<file path="src/rtl/scl_timing_pkg.sv">
package scl_timing_pkg;

  localparam int WORD_W  = 32;
  localparam int FLD_W   = 4;
  localparam int HI_LSB  = 16;
  localparam int LO_LSB  = 12;
  localparam int EXP_LSB = 0;
  localparam int MANT_LIM = 16;

  // constant setup/hold and timing fields outside the three computed ones
  localparam logic [WORD_W-1:0] FIXED_BITS = 32'h7770_0300;
  localparam logic [WORD_W-1:0] FIELD_MASK =
    ({{(WORD_W-FLD_W){1'b0}}, {FLD_W{1'b1}}} << HI_LSB) |
    ({{(WORD_W-FLD_W){1'b0}}, {FLD_W{1'b1}}} << LO_LSB) |
    ({{(WORD_W-FLD_W){1'b0}}, {FLD_W{1'b1}}} << EXP_LSB);

  typedef struct packed {
    logic [FLD_W-1:0] hi_cnt;
    logic [FLD_W-1:0] lo_cnt;
    logic [FLD_W-1:0] exp;
  } scl_fields_t;

  typedef enum logic [1:0] {
    PH_IDLE = 2'd0,
    PH_LOW  = 2'd1,
    PH_HIGH = 2'd2
  } scl_phase_e;

  function automatic logic [WORD_W-1:0] pack_word(scl_fields_t f);
    logic [WORD_W-1:0] w;
    w = FIXED_BITS & ~FIELD_MASK;
    w = w | ({{(WORD_W-FLD_W){1'b0}}, f.hi_cnt} << HI_LSB);
    w = w | ({{(WORD_W-FLD_W){1'b0}}, f.lo_cnt} << LO_LSB);
    w = w | ({{(WORD_W-FLD_W){1'b0}}, f.exp}    << EXP_LSB);
    return w;
  endfunction

endpackage

</file>
<file path="src/rtl/scl_div_encoder.sv">
module scl_div_encoder
  import scl_timing_pkg::*;
#(
  parameter int RATIO_W = 16
) (
  input  logic [RATIO_W-1:0] ratio,
  output scl_fields_t        fields
);

  localparam int MANT_W = FLD_W + 1;

  logic [RATIO_W-1:0] work;
  logic               rnd;
  logic [FLD_W-1:0]   exp_cnt;
  logic [MANT_W-1:0]  mant;
  logic [MANT_W-1:0]  lo5;
  logic [MANT_W-1:0]  hi5;

  always_comb begin
    work    = (ratio < RATIO_W'(2)) ? RATIO_W'(2) : ratio;
    rnd     = 1'b0;
    exp_cnt = '0;
    for (int i = 0; i < RATIO_W; i++) begin
      if (work >= RATIO_W'(MANT_LIM)) begin
        rnd     = rnd | work[0];
        work    = work >> 1;
        exp_cnt = exp_cnt + 1'b1;
      end
    end
    mant = {1'b0, work[FLD_W-1:0]} + {{FLD_W{1'b0}}, rnd};
    lo5  = (mant >> 1) - MANT_W'(1);
    hi5  = mant - lo5 - MANT_W'(2);
  end

  assign fields.exp    = exp_cnt;
  assign fields.lo_cnt = lo5[FLD_W-1:0];
  assign fields.hi_cnt = hi5[FLD_W-1:0];

endmodule

</file>
<file path="src/rtl/scl_prescaler.sv">
module scl_prescaler #(
  parameter int CNT_W = 16,
  parameter int EXP_W = 4
) (
  input  logic             clk,
  input  logic             rst_n,
  input  logic             clr,
  input  logic             en,
  input  logic [EXP_W-1:0] exp,
  output logic             tick
);

  logic [CNT_W-1:0] cnt_q;
  logic [CNT_W-1:0] cnt_d;
  logic [CNT_W-1:0] wrap_at;

  assign wrap_at = (CNT_W'(1) << exp) - CNT_W'(1);
  assign tick    = en & ~clr & (cnt_q == wrap_at);

  always_comb begin
    cnt_d = cnt_q;
    if (clr || !en)  cnt_d = '0;
    else if (tick)   cnt_d = '0;
    else             cnt_d = cnt_q + CNT_W'(1);
  end

  always_ff @(posedge clk or negedge rst_n) begin
    if (!rst_n) cnt_q <= '0;
    else        cnt_q <= cnt_d;
  end

endmodule

</file>
<file path="src/rtl/scl_phase_ctrl.sv">
module scl_phase_ctrl
  import scl_timing_pkg::*;
(
  input  logic             clk,
  input  logic             rst_n,
  input  logic             restart,
  input  logic             halt,
  input  logic             tick,
  input  logic [FLD_W-1:0] lo_cnt,
  input  logic [FLD_W-1:0] hi_cnt,
  output logic             scl_low,
  output logic             phase_tick,
  output logic             running
);

  scl_phase_e       st_q, st_d;
  logic [FLD_W-1:0] cnt_q, cnt_d;
  logic             ptk_q, ptk_d;
  logic [FLD_W-1:0] limit;

  assign limit = (st_q == PH_LOW) ? lo_cnt : hi_cnt;

  always_comb begin
    st_d  = st_q;
    cnt_d = cnt_q;
    ptk_d = 1'b0;
    if (halt) begin
      st_d  = PH_IDLE;
      cnt_d = '0;
    end else if (restart) begin
      st_d  = PH_LOW;
      cnt_d = '0;
    end else if (tick && st_q != PH_IDLE) begin
      if (cnt_q == limit) begin
        st_d  = (st_q == PH_LOW) ? PH_HIGH : PH_LOW;
        cnt_d = '0;
        ptk_d = 1'b1;
      end else begin
        cnt_d = cnt_q + 1'b1;
      end
    end
  end

  always_ff @(posedge clk or negedge rst_n) begin
    if (!rst_n) begin
      st_q  <= PH_IDLE;
      cnt_q <= '0;
      ptk_q <= 1'b0;
    end else begin
      st_q  <= st_d;
      cnt_q <= cnt_d;
      ptk_q <= ptk_d;
    end
  end

  assign scl_low    = (st_q == PH_LOW);
  assign running    = (st_q != PH_IDLE);
  assign phase_tick = ptk_q;

endmodule

</file>
<file path="src/rtl/scl_timing_gen.sv">
module scl_timing_gen
  import scl_timing_pkg::*;
#(
  parameter int RATIO_W = 16
) (
  input  logic               clk,
  input  logic               rst_n,
  input  logic [RATIO_W-1:0] ratio,
  input  logic               hs_en,
  input  logic               start,
  input  logic               stop,
  output logic [31:0]        timing_word,
  output logic               hs_mode,
  output logic               scl_low,
  output logic               phase_tick
);

  localparam int CNT_W = RATIO_W;

  scl_fields_t enc_fields;
  scl_fields_t fld_q;
  logic [WORD_W-1:0] word_q;
  logic        hs_q;
  logic        load;
  logic        tick;
  logic        running;

  assign load = start & ~stop;

  scl_div_encoder #(.RATIO_W(RATIO_W)) u_enc (
    .ratio  (ratio),
    .fields (enc_fields)
  );

  always_ff @(posedge clk or negedge rst_n) begin
    if (!rst_n) begin
      fld_q  <= '0;
      word_q <= '0;
      hs_q   <= 1'b0;
    end else if (load) begin
      fld_q  <= enc_fields;
      word_q <= pack_word(enc_fields);
      hs_q   <= hs_en;
    end
  end

  scl_prescaler #(.CNT_W(CNT_W), .EXP_W(FLD_W)) u_pre (
    .clk   (clk),
    .rst_n (rst_n),
    .clr   (load | stop),
    .en    (running),
    .exp   (fld_q.exp),
    .tick  (tick)
  );

  scl_phase_ctrl u_phase (
    .clk        (clk),
    .rst_n      (rst_n),
    .restart    (load),
    .halt       (stop),
    .tick       (tick),
    .lo_cnt     (fld_q.lo_cnt),
    .hi_cnt     (fld_q.hi_cnt),
    .scl_low    (scl_low),
    .phase_tick (phase_tick),
    .running    (running)
  );

  assign timing_word = word_q;
  assign hs_mode     = hs_q;

endmodule

</file>
<file path="config.mk">
export PLATFORM = sky130hd
export DESIGN_NAME = scl_timing_gen
export DESIGN_NICKNAME = d
export VERILOG_FILES = /design/src/rtl/scl_timing_pkg.sv /design/src/rtl/scl_div_encoder.sv /design/src/rtl/scl_prescaler.sv /design/src/rtl/scl_phase_ctrl.sv /design/src/rtl/scl_timing_gen.sv
export SDC_FILE = /design/constraint.sdc
export NUM_CORES = 1
export LEC_CHECK = 0
export ABC_AREA = 1
export BUFFER_PORTS_ARGS = -buffer_cell sky130_fd_sc_hd__clkbuf_2
export CAP_MARGIN = 20
export CELL_PAD_IN_SITES_DETAIL_PLACEMENT = 1
export CELL_PAD_IN_SITES_GLOBAL_PLACEMENT = 1
export CORE_ASPECT_RATIO = 0.8
export CORE_UTILIZATION = 33
export DETAILED_ROUTE_END_ITERATION = 8
export PLACE_DENSITY = 0.73
export SYNTH_ARGS = -nofsm -noshare
export SYNTH_HDL_FRONTEND = slang
export SYNTH_HIERARCHICAL = 1
export SYNTH_SLANG_ARGS = --single-unit
</file>
<file path="constraint.sdc">
create_clock -name clk -period 2.6 [get_ports clk]
set_clock_uncertainty 0.15 [all_clocks]
set_input_delay 0.78 -clock clk [delete_from_list [all_inputs] [get_ports clk]]
set_output_delay 0.78 -clock clk [all_outputs]
set_load 0.005 [all_outputs]
</file>
Word level (Yosys, flattened, before mapping) --
Cells that the tools add are included.
Storage, ports and cells: bits in read-only memories 0, flip-flop bits (word level) 68, output and inout bits 35, RAM bits 0, logic and storage cells 147, memories 0, latch bits 0, input port bits 21
Cells by class: add/subtract/negate cells 22, multipliers 0, equal/unequal tests 3, divide/modulo/power cells 0, $lt $le $gt $ge 17, mux-type cells 65, reductions and logical operators 7, bitwise gates (word level) 23, shift-type cells 1
Operators with widths (number):
- $mux 16 | 18
- $ge 16x5->1 const B | 16
- $mux 4 | 21
- $add 4x1->4 const B | 16
- $or 31x16->31 | 1
- $or 31x4->31 | 1
- $mux 1 | 21
- $add 16x1->16 const B | 1
- $eq 16x16->1 | 1
- $lt 16x2->1 const B | 1
- $or 1x1->1 | 16
- $shl 1x4->16 const A | 1
- $sub 16x2->16 const B | 1
- $mux 2 | 5
- $reduce_bool 3->1 | 2
- $add 4x1->5 | 1
- $eq 4x4->1 | 1
- $sub 4x1->4 const B | 1
- $sub 4x2->4 const B | 1
- $sub 4x4->4 | 1
- $and 1x1->1 | 3
- $eq 2x1->1 const B | 1
- $not 1->1 | 2
- $reduce_and 2->1 | 1
- other kinds (4) | 4

Longest topological paths before layout --
depth in word-level cells 40, gate-level depth with buffers 45, mapped depth without buffers 44

Cells and area by module --
Netlist, hierarchy kept.
Modules (own cells, without submodules):
- scl_div_encoder | cells an instance 362, seq. area each 0.0 sq um, instances 1, area each 2003.2 sq um
- scl_prescaler | cells an instance 245, seq. area each 400.4 sq um, instances 1, area each 1556.5 sq um
- scl_timing_gen | cells an instance 82, seq. area each 350.3 sq um, instances 1, area each 710.7 sq um
- scl_phase_ctrl | cells an instance 93, seq. area each 175.2 sq um, instances 1, area each 630.6 sq um

Worst setup path before layout --
No wires, ideal clock.
path kind input port to flip-flop, from input port ratio[15], to register fld_q[1] in the netlist's numbering, setup time 0.117 ns, data required time 2.333 ns, arrival time 7.046 ns, cell stages on the path 42, setup slack -4.713 ns, cell sequence buf_6 -> nor2_4 -> nand2_4 -> nor2_4 -> nand2_1 -> inv_1 -> ha_1 -> inv_1 -> xor2_2 -> clkinv_2 -> ha_1 -> or2_2 -> o21ai_1 -> inv_1 -> ha_1 -> o21ai_2 -> inv_1 -> ha_1 -> (+6 left out) -> o21ai_2 -> inv_2 -> ha_1 -> nand2_1 -> o21ai_1 -> ha_1 -> nand2_1 -> a21boi_0 -> inv_1 -> ha_1 -> or2_2 -> nand2_1 -> inv_1 -> ha_1 -> nand2_1 -> o21ai_0 -> nand3_1 -> nand2_1
RTL lines:
- start, declared | RTL line scl_timing_gen.sv:8 | input logic [RATIO_W-1:0] ratio,
- end signal, assigned | RTL line scl_timing_gen.sv:41 | fld_q <= enc_fields;
- end, declared | RTL line scl_timing_gen.sv:21 | scl_fields_t fld_q;

==> metrics.csv <==
stage,metric,value,unit
logic_synthesis,Cells after Synth,782,
timing,setup TNS,-31.91,ns
global_routing,GRT overflow,0,
global_routing,Total GRT Usage,22.5,%
worst_setup_path,"setup slack, reg-to-reg",0.03,ns
detailed_routing,TritonRoute pass-1 iters,7,
timing,final hold slack,0.384,ns
logic_synthesis,register area share after synthesis,18.9,%
hold_path,Worst Min Path Start,hs_mode$_DFFE_PN0P_,
floorplanning,Die H,111,um
logic_synthesis,Synth top area share,18.9,%
timing,"Hold Vio Cnt, Final",0,
worst_setup_path,crit path max fanout,3,
worst_setup_path,CP startpoint,ratio[12],
run_status,status,"complete, but fails checks",
worst_setup_path,CP peak stage delay,0.27,ns
cells_and_area,diodes inserted,0,
placement,Post-Place Cell Area,0.00619,mm^2
floorplanning,core box area,0.0144,mm^2
detailed_routing,Post-Route WL,20200,um
logic_synthesis,Post-synth EDFFs,0,
floorplanning,I/O Pins,56,
worst_setup_path,data required time of the worst path,2.68,ns
timing,Rel. slew slack,47.7,%
cts,Clock Path Buffers,2,
cts,root buffer selected by CTS,clkbuf_16,
cts,clk sinks,37,
power_and_ir_drop,clock power share,22.3,%
power_and_ir_drop,Logic pwr share,55.1,%
logic_synthesis,cell area after synthesis,0.00490,mm^2
timing,max frequency,152,MHz
floorplanning,full die area,0.0153,mm^2
logic_synthesis,dominant synthesized flop cell,dfrtp_1,
logic_synthesis,"FF+latch count, synth",37,
power_and_ir_drop,sequential power share,22.7,%
run,max_cap viols,0,
detailed_routing,First DRT Iteration DRCs,381,
logic_synthesis,post-synth cell types,45,
power_and_ir_drop,P_int,1.83,mW
worst_setup_path,CP Capture Type,register,
cts,CTS tree,done,
global_routing,largest net degree at the start of global routing,30,
cells_and_area,Area Overhead vs Synth,48.5,%
timing,RSZ-0062 raised after global routing,yes,
logic_synthesis,Avg Synthesized Cell Area,6.27,um^2
cts,Num CTS Buffers,5,
cells_and_area,share of layout cells above drive strength 1,43.9,%
power_and_ir_drop,P_sw,1.38,mW
global_routing,first-pass GRT wire length,28200,um
logic_synthesis,Post-synth top cells,"243 x nand2_1, 113 x nand3_1, 98 x inv_1",
detailed_routing,Post-DRT Antenna Nets,0,
power_and_ir_drop,P per Cell Area,442,mW/mm^2
detailed_routing,vias per cell,5.15,
timing,Final setup viols,12,
run_status,violated checks,"design-rule violations, negative setup slack",
power_and_ir_drop,VDD IR max,0.000295,V
worst_setup_path,class of the most critical setup path,in -> reg,
cts,worst skew pair latency,0.29,ns
detailed_routing,via count,5948,
placement,RD Place Congestion,0.896,
worst_setup_path,WP data arrival,6.65,ns
power_and_ir_drop,switch share,43.0,%
placement,placed cells,1106,
logic_synthesis,async set-reset flop share out of synthesis,100,%
placement,placed wire-length estimate,13200,um
placement,Port Buffers,46,
cells_and_area,final std cells w/o fill,1156,
global_routing,via count of the first global-routing pass,5920,
worst_setup_path,FF-to-FF Start,timing_word[3]$_DFFE_PN0P_,
detailed_routing,post-DR wirelength/cell,17.5,um
floorplanning,Die W,138,um
worst_setup_path,most used cell along the critical path,ha_4,
worst_setup_path,CP max-delay cell,ha_4,
logic_synthesis,"area leader, netlist",dfrtp_1,
timing,Final Max Slew Viols,0,
logic_synthesis,most numerous cell in the Yosys netlist,nand2_1,
timing,minimum clock period,6.57,ns
worst_setup_path,R2R cell count,14,
logic_synthesis,yosys warns,6,
global_routing,initial antenna violation count,0,
placement,pre-CTS setup slack,-4.34,ns
worst_setup_path,Worst setup endpoint,fld_q[1]$_DFFE_PN0P_,
power_and_ir_drop,Leak,3.73,nW
cells_and_area,Layout Nets,1014,
hold_path,Worst Hold Class,reg -> reg,
floorplanning,row cnt,39,
worst_setup_path,Startpoint Class,primary input,
timing,fin crit share,253,%
floorplanning,Initial Utilization,34.0,%
logic_synthesis,synth top area cells,"dfrtp_1 19%, nand2_1 19%, nand3_1 12%",
detailed_routing,Post-route DRC,12,
timing,actual slew at the worst max-slew pin,0.784,ns
cts,# H-tree levels,2,
cts,clock slew at reported path FFs,0.07,ns
worst_setup_path,FF-to-FF End,u_phase/cnt_q[3]$_DFFE_PN0P_,
cells_and_area,post-route cell area,0.00728,mm^2
timing,"Worst Setup Slack, final",-3.97,ns
[cell type report]
type / instances / area, um^2
Clock buffer: 5 / 125
Clock inverter: 3 / 46.3
Fill cell: 1879 / 7120
Inverter: 118 / 469
Multi-Input combinational cell: 605 / 3940
Sequential cell: 37 / 928
Tap cell: 184 / 230
Timing Repair Buffer: 204 / 1540
[metal layers]
layer / track usage [%] / vias up / wire length (um)
met1: 30.3 / 2870 / 8860
met5: 0 / - / 0
met2: 38.1 / 195 / 9690
li1: - / 2830 / -
met3: 4.32 / 53 / 1060
met4: 2.70 / 0 / 600
[cell usage in the layout, fill, tap and decap left out, types with 22 or more instances in the layout]
| cell type | count |
|---|---|
| inv_1 | 84 |
| buf_4 | 142 |
| inv_2 | 26 |
| nand3_2 | 29 |
| dfrtp_1 | 35 |
| nor2_2 | 22 |
| nand2_2 | 41 |
| nand2_1 | 215 |
| nor2_1 | 39 |
| nand3_1 | 90 |
| clkbuf_2 | 39 |
[through the flow]
step / util [%] / power (mW)
CTS: 46.6 / 3.03
detailed placement: 43.0 / 2.25
global placement: 43.0 / 2.19
finish: 50.6 / 3.22
global route: 50.6 / 3.44
floorplan: - / 1.75
[power groups by stage]
stage          Combinational (mW)  Sequential (mW)  Clock (mW)
6_report                     1.77            0.730       0.716
3_3_place_gp                 1.46            0.730           0
4_1_cts                      1.59            0.723       0.723
2_1_floorplan                1.04            0.714           0
5_1_grt                      1.95            0.739       0.759
3_5_place_dp                 1.52            0.733           0
[critical path: cells and delay by family]
family	cells	cell delay, ns
adders and majority gates	10	2.40
and+or+nand+nor	12	1.47
buffers and inverters	11	0.85
AOI/OAI and AO/OA	8	0.97
xor gates and xnor gates	1	0.16
[logic make-up after synthesis]
family	Yosys count	synth area share, %
compound gates	42	5.59
flops	37	18.9
simple gates	514	51.8
other cells	1	0.0765
fa+ha+maj	22	5.62
xor+xnor	18	3.52
buf+inv	148	14.5
[how the worst min path moves through the flow]
stage | cells past startpoint | slack, ns | endpoint
final | 2 | 0.38 | hs_mode$_DFFE_PN0P_
after global routing | 2 | 0.41 | hs_mode$_DFFE_PN0P_
after CTS | 2 | 0.38 | hs_mode$_DFFE_PN0P_
after detailed placement | 2 | 0.36 | hs_mode$_DFFE_PN0P_
after global placement | 2 | 0.35 | hs_mode$_DFFE_PN0P_
after floorplan | 2 | 0.32 | hs_mode$_DFFE_PN0P_
[what timing repair did]
item / CTS / global route
pin swaps: 17 / 60
gates resized for setup: 40 / 108
cloned: 0 / 0
buffers inserted: 24 / 23
hold buffers: 0 / 0
setup endpoints to repair: 17 / 19
endpoints found under the hold margin: 0 / 0
[flip-flops by register name, indices dropped and copies added, names as in the netlist]
| signal | cells |
|---|---|
| fld_q | 9 |
| u_phase/st_q | 2 |
| u_phase/phase_tick | 1 |
| u_phase/cnt_q | 4 |
| hs_mode | 1 |
| u_pre/cnt_q | 16 |
| timing_word | 4 |
(Power assumes the default switching activity.)
